**src/rtl/cwm_pkg.sv**
```systemverilog
`timescale 1ns/1ps
package cwm_pkg;

    localparam int WIN_BYTES  = 32768;
    localparam int BANK_SEL_W = 3;

    typedef enum logic [1:0] {
        TGT_NONE  = 2'b00,
        TGT_FLASH = 2'b01,
        TGT_SRAM  = 2'b10
    } tgt_e;

    typedef struct packed {
        logic [BANK_SEL_W-1:0] bank;
        logic                  ovl;
    } map_cfg_t;

    // Offset of a fetch inside the upper window.
    function automatic logic [14:0] window_off(input logic [15:0] a);
        return a[14:0];
    endfunction

    // Concatenated bank/offset form of a flash location.
    function automatic logic [17:0] banked_loc(input logic [BANK_SEL_W-1:0] b,
                                               input logic [14:0] off);
        return {b, off};
    endfunction

endpackage

```
**src/rtl/cwm_cfg_reg.sv**
```systemverilog
`timescale 1ns/1ps
module cwm_cfg_reg
    import cwm_pkg::*;
(
    input  logic     clk,
    input  logic     rst,
    input  logic     cfg_we,
    input  map_cfg_t cfg_in,
    output map_cfg_t cfg_q
);

    always_ff @(posedge clk) begin
        if (rst) begin
            cfg_q <= '0;
        end else if (cfg_we) begin
            cfg_q <= cfg_in;
        end
    end

    p_cfg_load_r8: assert property (@(posedge clk) disable iff (rst)
        cfg_we |=> (cfg_q == $past(cfg_in)));

    p_cfg_hold_r8: assert property (@(posedge clk) disable iff (rst)
        !cfg_we |=> $stable(cfg_q));

    p_cfg_reset_r9: assert property (@(posedge clk) disable iff (rst)
        $fell(rst) |-> (cfg_q.bank == '0 && !cfg_q.ovl));

endmodule

```
**src/rtl/cwm_fetch_decode.sv**
```systemverilog
`timescale 1ns/1ps
module cwm_fetch_decode
    import cwm_pkg::*;
#(
    parameter int FLASH_BANKS = 4,
    parameter int SRAM_BYTES  = 8192,
    parameter int FA_W        = 17,
    parameter int SA_W        = 13
) (
    input  logic            clk,
    input  logic            rst,
    input  logic [15:0]     fetch_addr,
    input  map_cfg_t        cfg,
    output tgt_e            tgt,
    output logic [FA_W-1:0] flash_addr,
    output logic [SA_W-1:0] sram_addr
);

    localparam logic [15:0] SRAM_LIM = 16'(SRAM_BYTES);
    localparam logic [3:0]  BANK_LIM = 4'(FLASH_BANKS);

    logic [14:0] off;
    logic        upper;
    logic        ovl_hit;
    logic        bank_ok;

    assign off     = window_off(fetch_addr);
    assign upper   = fetch_addr[15];
    assign ovl_hit = cfg.ovl && ({1'b0, off} < SRAM_LIM);

    generate
        if (FLASH_BANKS > 1) begin : g_banked
            assign bank_ok = ({1'b0, cfg.bank} < BANK_LIM);
        end else begin : g_single
            assign bank_ok = 1'b0;
        end
    endgenerate

    always_comb begin
        tgt        = TGT_NONE;
        flash_addr = '0;
        sram_addr  = '0;
        if (!upper) begin
            tgt        = TGT_FLASH;
            flash_addr = FA_W'(off);
        end else if (ovl_hit) begin
            tgt       = TGT_SRAM;
            sram_addr = SA_W'(off);
        end else if (bank_ok) begin
            tgt        = TGT_FLASH;
            flash_addr = FA_W'(banked_loc(cfg.bank, off));
        end
    end

    p_common_flash_r1: assert property (@(posedge clk) disable iff (rst)
        !fetch_addr[15] |-> (tgt == TGT_FLASH && flash_addr[14:0] == fetch_addr[14:0]));

    p_sram_only_overlay_r5: assert property (@(posedge clk) disable iff (rst)
        (tgt == TGT_SRAM) |-> (fetch_addr[15] && cfg.ovl));

    p_bad_bank_none_r4: assert property (@(posedge clk) disable iff (rst)
        (fetch_addr[15] && !cfg.ovl && ({1'b0, cfg.bank} >= BANK_LIM)) |-> (tgt == TGT_NONE));

    p_single_bank_r3: assert property (@(posedge clk) disable iff (rst)
        (FLASH_BANKS == 1 && fetch_addr[15]) |-> (tgt != TGT_FLASH));

endmodule

```
**src/rtl/cwm_idata_map.sv**
```systemverilog
`timescale 1ns/1ps
module cwm_idata_map #(
    parameter int SRAM_BYTES = 8192,
    parameter int SA_W       = 13
) (
    input  logic            clk,
    input  logic            rst,
    input  logic [7:0]      idata_addr,
    output logic [SA_W-1:0] idata_sram_addr
);

    localparam logic [SA_W-1:0] TOP_BASE = SA_W'(SRAM_BYTES - 256);

    assign idata_sram_addr = TOP_BASE + SA_W'(idata_addr);

    p_idata_top_r7: assert property (@(posedge clk) disable iff (rst)
        (int'(idata_sram_addr) >= SRAM_BYTES - 256) && (int'(idata_sram_addr) < SRAM_BYTES));

endmodule

```
**src/rtl/cwm_byte_mux.sv**
```systemverilog
`timescale 1ns/1ps
module cwm_byte_mux
    import cwm_pkg::*;
(
    input  logic       clk,
    input  logic       rst,
    input  tgt_e       tgt,
    input  logic [7:0] flash_rdata,
    input  logic [7:0] sram_rdata,
    output logic [7:0] fetch_data
);

    always_comb begin
        unique case (tgt)
            TGT_FLASH: fetch_data = flash_rdata;
            TGT_SRAM:  fetch_data = sram_rdata;
            default:   fetch_data = 8'h00;
        endcase
    end

    p_none_zero_r10: assert property (@(posedge clk) disable iff (rst)
        (tgt != TGT_FLASH && tgt != TGT_SRAM) |-> (fetch_data == 8'h00));

endmodule

```
**src/rtl/cwm_mapper.sv**
```systemverilog
`timescale 1ns/1ps
module cwm_mapper
    import cwm_pkg::*;
#(
    parameter int FLASH_BANKS = 4,
    parameter int SRAM_BYTES  = 8192,
    localparam int FA_W       = $clog2(FLASH_BANKS * WIN_BYTES),
    localparam int SA_W       = $clog2(SRAM_BYTES)
) (
    input  logic            clk,
    input  logic            rst,
    input  logic            cfg_we,
    input  logic [2:0]      cfg_bank,
    input  logic            cfg_ovl,
    input  logic [15:0]     fetch_addr,
    output logic [1:0]      fetch_target,
    output logic [FA_W-1:0] flash_addr,
    output logic [SA_W-1:0] sram_addr,
    input  logic [7:0]      flash_rdata,
    input  logic [7:0]      sram_rdata,
    output logic [7:0]      fetch_data,
    input  logic [7:0]      idata_addr,
    output logic [SA_W-1:0] idata_sram_addr
);

    map_cfg_t cfg_in;
    map_cfg_t cfg_q;
    tgt_e     tgt;

    assign cfg_in.bank = cfg_bank;
    assign cfg_in.ovl  = cfg_ovl;

    cwm_cfg_reg u_cfg (
        .clk    (clk),
        .rst    (rst),
        .cfg_we (cfg_we),
        .cfg_in (cfg_in),
        .cfg_q  (cfg_q)
    );

    cwm_fetch_decode #(
        .FLASH_BANKS (FLASH_BANKS),
        .SRAM_BYTES  (SRAM_BYTES),
        .FA_W        (FA_W),
        .SA_W        (SA_W)
    ) u_dec (
        .clk        (clk),
        .rst        (rst),
        .fetch_addr (fetch_addr),
        .cfg        (cfg_q),
        .tgt        (tgt),
        .flash_addr (flash_addr),
        .sram_addr  (sram_addr)
    );

    cwm_byte_mux u_mux (
        .clk         (clk),
        .rst         (rst),
        .tgt         (tgt),
        .flash_rdata (flash_rdata),
        .sram_rdata  (sram_rdata),
        .fetch_data  (fetch_data)
    );

    cwm_idata_map #(
        .SRAM_BYTES (SRAM_BYTES),
        .SA_W       (SA_W)
    ) u_idata (
        .clk             (clk),
        .rst             (rst),
        .idata_addr      (idata_addr),
        .idata_sram_addr (idata_sram_addr)
    );

    assign fetch_target = tgt;

    p_unused_addr_zero_r10: assert property (@(posedge clk) disable iff (rst)
        ((fetch_target != 2'b01) |-> (flash_addr == '0)) and
        ((fetch_target != 2'b10) |-> (sram_addr == '0)));

    p_overlay_upper_r6: assert property (@(posedge clk) disable iff (rst)
        (fetch_target == 2'b01 && fetch_addr[15]) |-> (flash_addr[14:0] == fetch_addr[14:0]));

endmodule

```
**config.mk**
```make
export PLATFORM = sky130hd
export DESIGN_NAME = cwm_mapper
export DESIGN_NICKNAME = d
export VERILOG_FILES = /design/src/rtl/cwm_pkg.sv /design/src/rtl/cwm_cfg_reg.sv /design/src/rtl/cwm_fetch_decode.sv /design/src/rtl/cwm_idata_map.sv /design/src/rtl/cwm_byte_mux.sv /design/src/rtl/cwm_mapper.sv
export SDC_FILE = /design/constraint.sdc
export NUM_CORES = 1
export LEC_CHECK = 0
export BUFFER_PORTS_ARGS = -buffer_cell sky130_fd_sc_hd__buf_2
export CORE_UTILIZATION = 26
export CTS_BUF_LIST = sky130_fd_sc_hd__clkbuf_16
export CTS_CLUSTER_DIAMETER = 50
export DETAILED_ROUTE_END_ITERATION = 6
export PLACE_DENSITY = 0.79
export SLEW_MARGIN = 20
export SYNTH_ARGS = -nofsm -noshare
export SYNTH_HDL_FRONTEND = slang
export SYNTH_SLANG_ARGS = --single-unit
```
**constraint.sdc**
```tcl
create_clock -name clk -period 1.25 [get_ports clk]
set_input_delay 0 -clock clk [delete_from_list [all_inputs] [get_ports clk]]
set_output_delay 0 -clock clk [all_outputs]
set_load 0.05 [all_outputs]
```
==> results of run 1 <==
-- cells by family (layout without fill, tap and decap cells) --
kind of cell,after synthesis,count (layout),synth area share
and+or+nand+nor,46,46,0.458
buffers and inverters,21,103,0.215
AOI/OAI and AO/OA,9,9,0.0996
muxes,4,4,0.0613
DFF,4,4,0.123
adders and majority gates,2,2,0.0383
other,1,5,0.00574
-- where the power goes --
part / leakage (uW) / total, uW / internal, uW / switching [uW]
combinational: 0.000783 / 700 / 272 / 429
sequential: 0.0000334 / 142 / 137 / 5.14
clock: 0.0000370 / 499 / 409 / 90.1
-- repair_timing --
action	in CTS	in global routing
setup endpoints to repair	35	40
endpoints found under the hold margin	4	0
buffers inserted	6	3
pin swaps	20	6
cloned	1	0
resized for setup	77	28
hold buffers	1	0
-- final cells by class --
class,count,area share
Inverter,1,0.00376
Timing Repair Buffer,99,0.515
Multi-Input combinational cell,66,0.367
Clock buffer,3,0.0451
Sequential cell,4,0.0488
Tap cell,28,0.0210
-- cell usage after synthesis --
| master | instances | area share |
|---|---|---|
| buf_4 | 14 | 0.16 |
| buf_1 | 1 | 0.0057 |
| inv_2 | 1 | 0.0057 |
| and2_1 | 15 | 0.14 |
| nor3b_1 | 1 | 0.011 |
| buf_6 | 1 | 0.017 |
| clkbuf_1 | 3 | 0.017 |
| and3_2 | 9 | 0.10 |
| nand2_1 | 2 | 0.011 |
| a22oi_1 | 8 | 0.092 |
| dfxtp_1 | 4 | 0.12 |
| buf_2 | 1 | 0.0077 |
| a21oi_1 | 1 | 0.0077 |
| and3_1 | 4 | 0.038 |
| ha_1 | 2 | 0.038 |
| nor2_1 | 12 | 0.069 |
| conb_1 | 1 | 0.0057 |
| nand4bb_4 | 1 | 0.042 |
| mux2i_1 | 4 | 0.061 |
| and4bb_2 | 2 | 0.038 |
-- how the worst max path moves through the flow --
stage                                      startpoint             to  slack [ns]  depth (start not counted)
after floorplan           u_cfg.cfg_q[0]$_SDFFE_PP0P_  fetch_data[0]       -0.51                          8
after global placement    u_cfg.cfg_q[0]$_SDFFE_PP0P_  fetch_data[4]       -0.27                          8
after detailed placement  u_cfg.cfg_q[0]$_SDFFE_PP0P_  fetch_data[3]       -0.33                          8
after CTS                 u_cfg.cfg_q[0]$_SDFFE_PP0P_  fetch_data[0]       -0.31                          8
after global routing      u_cfg.cfg_q[0]$_SDFFE_PP0P_  fetch_data[0]       -0.39                          8
final                     u_cfg.cfg_q[0]$_SDFFE_PP0P_  fetch_data[7]       -0.33                          8
-- metrics by stage --
step / total power, uW / instances / setup TNS, ns / setup slack, ns / cell area [sq um]
floorplan: 644 / 91 / -4.09 / -0.511 / 806
global placement: 717 / 189 / -2.06 / -0.266 / 1190
detailed placement: 726 / 189 / -2.55 / -0.327 / 1190
CTS: 1320 / 199 / -4.51 / -0.306 / 1560
global route: 1380 / 201 / -7.77 / -0.385 / 1670
finish: 1340 / 201 / -6.15 / -0.327 / 1670
-- metal layers --
layer	global-route usage	vias up	part of all wire
li1	-	453	-
met1	0.207	408	0.35
met2	0.402	68	0.54
met3	0.0526	2	0.094
met4	0.0586	0	0.0072
met5	0	-	0
==> results by group, run 1 <==
Outcome
  • Run status: complete, but fails checks
  • Failing checks: setup timing

Die
  • Starting Density: 0.284
  • # IOs: 100
  • Die area: 0.00272 sq mm
  • Die Width: 52.1 microns
  • Placeable Area: approximately 0.0023 sq mm
  • Site Rows: 17
  • Die H: 52.1 microns

STA
  • Slew Viols, Final: 0
  • Final worst path period need: 1.58 ns
  • Part of the cycle the worst path needs: 1.26
  • Worst Setup Slack, final: -0.327 ns
  • RSZ-0062 raised after global routing: yes
  • Hold slack: 0.0000190 ns
  • Clock Skews: 0 ns
  • Setup violators final: 37
  • Hold Vio Cnt, Final: 0
  • Fmax: 634 MHz

Global route
  • GRT Util Overall: 0.205
  • First-pass GRT wire length: about 4 mm
  • Total grt overflow: 0
  • Pin count of the biggest net entering global routing: 10
  • Initial antenna violation count: 0
  • Vias in the first global route: 924

Detailed routing
  • Routed wire length: 2.93 mm
  • DR iter-0 viols: 3
  • Routed via count: 931
  • Routed Antenna Nets: 0
  • WL/cell: 14.6 microns
  • DRT Pass-1 Iters: 4
  • DRC Markers: 0
  • Vias/cell: 4.63

Pwr
  • Power per cell area: 805 mW/mm^2
  • Leakage: 0.000853 uW
  • Maximum vdd drop: 927 uV

Setup path
  • Reg2Reg Launch Point: u_cfg.cfg_q[0]$_SDFFE_PP0P_
  • CP Capture Type: primary output
  • WP buf/inv: 3
  • Critical path arrival: 1.58 ns
  • CP max FO: 8
  • CP max stage cell: dfxtp_2
  • Worst r2r dst: u_cfg.cfg_q[0]$_SDFFE_PP0P_
  • Critical Path, Cell by Cell: nand4bb_4 -> inv_4 -> buf_6 -> a21oi_4 -> ha_4 -> a22oi_2 -> nor2_4 -> buf_8
  • Crit Path Class: register to primary output
  • Worst setup SP type: register
  • CP top delay family: flip-flops
  • Worst r2r path cells: 3
  • Critical Path RT: roughly 1.3 ns
  • R2r setup slk: 0.50 ns
  • Crit-path max cell delay: about 0.32 ns

Final layout
  • Area delta synth->final: 155%
  • Top Registers: u_cfg.cfg_q (4)
  • Commonest non-fill, non-tap cell in the layout: buf_2
  • Ant diodes: 0
  • FF+latch area: 81.3 sq um
  • Util after Layout: 0.725
  • Max reg flops: 4
  • Commonest cells after routing, fill and taps aside: buf_2 (39), buf_6 (23), buf_4 (20)
  • Area of the multi-input gates: 611 sq um
  • Layout cells sized above 1: 0.838
  • Fillers: 175
  • Largest register by flop count: u_cfg.cfg_q
  • Nets@finish: 224

Clock network
  • TritonCTS buffer count: 3
  • Clock Path Buffers: 2
  • H-tree depth: 1
  • Clock-pin slew on the worst setup and hold paths: 0.03 ns
  • Clock Latency Late Sink: 0.23 ns
  • CTS tree: yes
  • Clock sinks: 4
  • Root buf cell: clkbuf_16

Min path
  • Hold Path Sink: idata_sram_addr[5]
  • Hold path start: idata_addr[5]
  • Worst Hold Depth: 0
  • Hold Path Class: input port to primary output

Place
  • RePlAce Congestion: 0.726
  • I/O Buffers: 78
  • Post-DP HPWL: around 1.9 mm

Synthesis
  • Distinct cells, synth: 20
  • Seq/Total Area, Yosys: 0.123
  • Yosys reg bits: 4
  • Syn avg cell area: 7.51 sq um
  • Post-synthesis cell count: 87
  • Number of synthesis warnings: 0
  • Synth Cell Area: 653 sq um

Job
  • Max cap viols: 0
No activity file was read; power rests on OpenSTA's default activity.
==> inputs of run 2 (changes only) <==
- CELL_PAD_IN_SITES_DETAIL_PLACEMENT: unset -> 1
- CELL_PAD_IN_SITES_GLOBAL_PLACEMENT: unset -> 1
- CORE_UTILIZATION: 26 -> 15
==> run 2 against run 1 <==
The run still ends with setup timing left. Cell count up 8.5%. Final area about the same. Global-route usage down 6.7 points. Power down 1.0%. Critical path depth down 1. Largest cell class unchanged.
==> results by group, run 2 (same netlist as run 1, synthesis figures left out) <==
Global route
  • Initial antenna violation count: 0 (unchanged)
  • Vias in the first global route: 959 (+3.8%)
  • Total grt overflow: 0 (unchanged)
  • GRT Util Overall: 0.138 (-0.0672)
  • Pin count of the biggest net entering global routing: 16 (+6)
  • First-pass GRT wire length: 4.50 mm (+12%)

Die
  • Starting Density: 0.160 (-0.124)
  • Placeable Area: 0.00409 sq mm (+78%)
  • # IOs: 100 (unchanged)
  • Die area: 0.00462 sq mm (+70%)
  • Site Rows: 23 (+6)
  • Die Width: 68.0 microns (+30%)
  • Die H: 68.0 microns (+30%)

Place
  • Placed inst area: 0.00120 sq mm (+1.1%)
  • I/O Buffers: 78 (unchanged)
  • RePlAce Congestion: 0.661 (-8.9%)
  • Post-DP HPWL: 2.13 mm (+13%)

Clock network
  • Root buf cell: clkbuf_16
  • Clock-pin slew on the worst setup and hold paths: 0.03 ns (about the same)
  • Clock Latency Late Sink: 0.23 ns (about the same)
  • Clock sinks: 4 (unchanged)
  • H-tree depth: 1 (unchanged)
  • TritonCTS buffer count: 3 (unchanged)
  • CTS tree: yes
  • Clock Path Buffers: 2 (unchanged)

Final layout
  • Ant diodes: 0 (unchanged)
  • Largest register by flop count: u_cfg.cfg_q
  • Commonest non-fill, non-tap cell in the layout: buf_2
  • Fillers: 457 (+160%)
  • Commonest cells after routing, fill and taps aside: buf_2 (39), buf_4 (23), buf_6 (15)
  • Nets@finish: 219 (-2.2%)
  • Max reg flops: 4 (unchanged)
  • Layout cells sized above 1: 0.851 (+0.0130)
  • Final instance area: 0.00166 sq mm (about the same)
  • Util after Layout: 0.407 (-0.318)
  • Area delta synth->final: 155% (about the same)
  • Top Registers: u_cfg.cfg_q (4)

Pwr
  • Total power: 1330 uW (-1.0%)
  • Leakage: 0.000821 uW (-3.8%)
  • Maximum vdd drop: 323 uV (-65%)
  • Power per cell area: 797 mW/mm^2 (-0.96%)

STA
  • Worst Setup Slack, final: -0.257 ns (+0.0699 ns)
  • RSZ-0062 raised after global routing: yes
  • Setup violators final: 37 (unchanged)
  • Slew Viols, Final: 0 (unchanged)
  • Fmax: 664 MHz (+4.6%)
  • Final worst path period need: 1.51 ns (-0.0699 ns)
  • Part of the cycle the worst path needs: 1.21 (-0.0560)
  • Clock Skews: 0 ns (unchanged)
  • Hold Vio Cnt, Final: 0 (unchanged)

Detailed routing
  • Routed wire length: 3.09 mm (+5.6%)
  • DR iter-0 viols: 6 (+3)
  • DRT Pass-1 Iters: 3 (-1)
  • Routed Antenna Nets: 0 (unchanged)
  • Vias/cell: 4.36 (-5.9%)
  • WL/cell: 14.2 microns (-2.6%)
  • Routed via count: 950 (+2.0%)
  • DRC Markers: 0 (unchanged)

Job
  • Max cap viols: 0 (unchanged)

Setup path
  • CP Capture Type: primary output
  • Reg2Reg Launch Point: u_cfg.cfg_q[3]$_SDFFE_PP0P_
  • Critical path arrival: 1.51 ns (-0.07 ns)
  • Worst setup SP type: register
  • Critical Path RT: 1.25 ns (about the same)
  • Critical path startpoint: u_cfg.cfg_q[0]$_SDFFE_PP0P_
  • Crit Path Class: register to primary output
  • CP max FO: 8 (unchanged)

Outcome
  • Failing checks: setup timing
  • Run status: complete, but fails checks

Min path
  • Hold Path Class: input port to primary output
  • Hold path start: idata_addr[6]
-- run 2: what timing repair did --
item	in CTS	in global routing
pin swaps	5	1
endpoints found under the hold margin	4	0
endpoints found under the setup margin	39	39
setup buffers	3	1
gates cloned	1	1
hold buffers	1	0
gates resized for setup	83	19
-- run 2: critical path: stages, from the launching register on --
cell	delay [ns]
dfxtp_2	0.34
nand4bb_4	0.17
inv_4	0.12
a21oi_4	0.05
ha_4	0.21
a22oi_2	0.18
nor2_4	0.06
buf_6	0.15
-- run 2: metal layers --
| metal | track usage | up-vias | wire, microns |
|---|---|---|---|
| met3 | 0.0367 | 10 | 230 |
| met1 | 0.134 | 450 | 1040 |
| met5 | 0 | - | 0 |
| met2 | 0.259 | 50 | 1770 |
| met4 | 0.0781 | 0 | 57 |
| li1 | - | 440 | - |
-- run 2: final cells by class --
class	instances	area, sq um	share of cell area
timing repair buffer	94	812	0.488
multi-input combinational	66	626	0.376
sequential	4	82.6	0.0496
clock buffer	3	75.1	0.0451
tap	50	62.6	0.0376
inverter	1	6.26	0.00376
-- run 2: final timing paths --
| kind | endpoint | slack, ns | cells after the start |
|---|---|---|---|
| min | idata_sram_addr[6] | 0.00006 | 0 |
| min reg2reg | u_cfg.cfg_q[1]$_SDFFE_PP0P_ | 0.50 | 2 |
| max | fetch_data[0] | -0.26 | 7 |
| max reg2reg | u_cfg.cfg_q[3]$_SDFFE_PP0P_ | 0.49 | 3 |
-- run 2: metrics by stage --
stage / setup WS (ns) / TNS (ns) / hold slack, ns / std cells
after floorplan: -0.511 / -4.09 / 0.0650 / 91
after global placement: -0.145 / -1.13 / 0.000341 / 209
after detailed placement: -0.209 / -1.63 / 0.000341 / 209
after CTS: -0.276 / -7.07 / 0.000341 / 217
after global routing: -0.327 / -8.45 / 0.0000871 / 218
final: -0.257 / -6.48 / 0.0000648 / 218
-- run 2: where the power goes --
part / switching, uW / internal [uW] / total (uW)
combinational: 418 / 259 / 678
clock: 96.0 / 409 / 505
sequential: 6.81 / 137 / 144
total: 521 / 806 / 1330
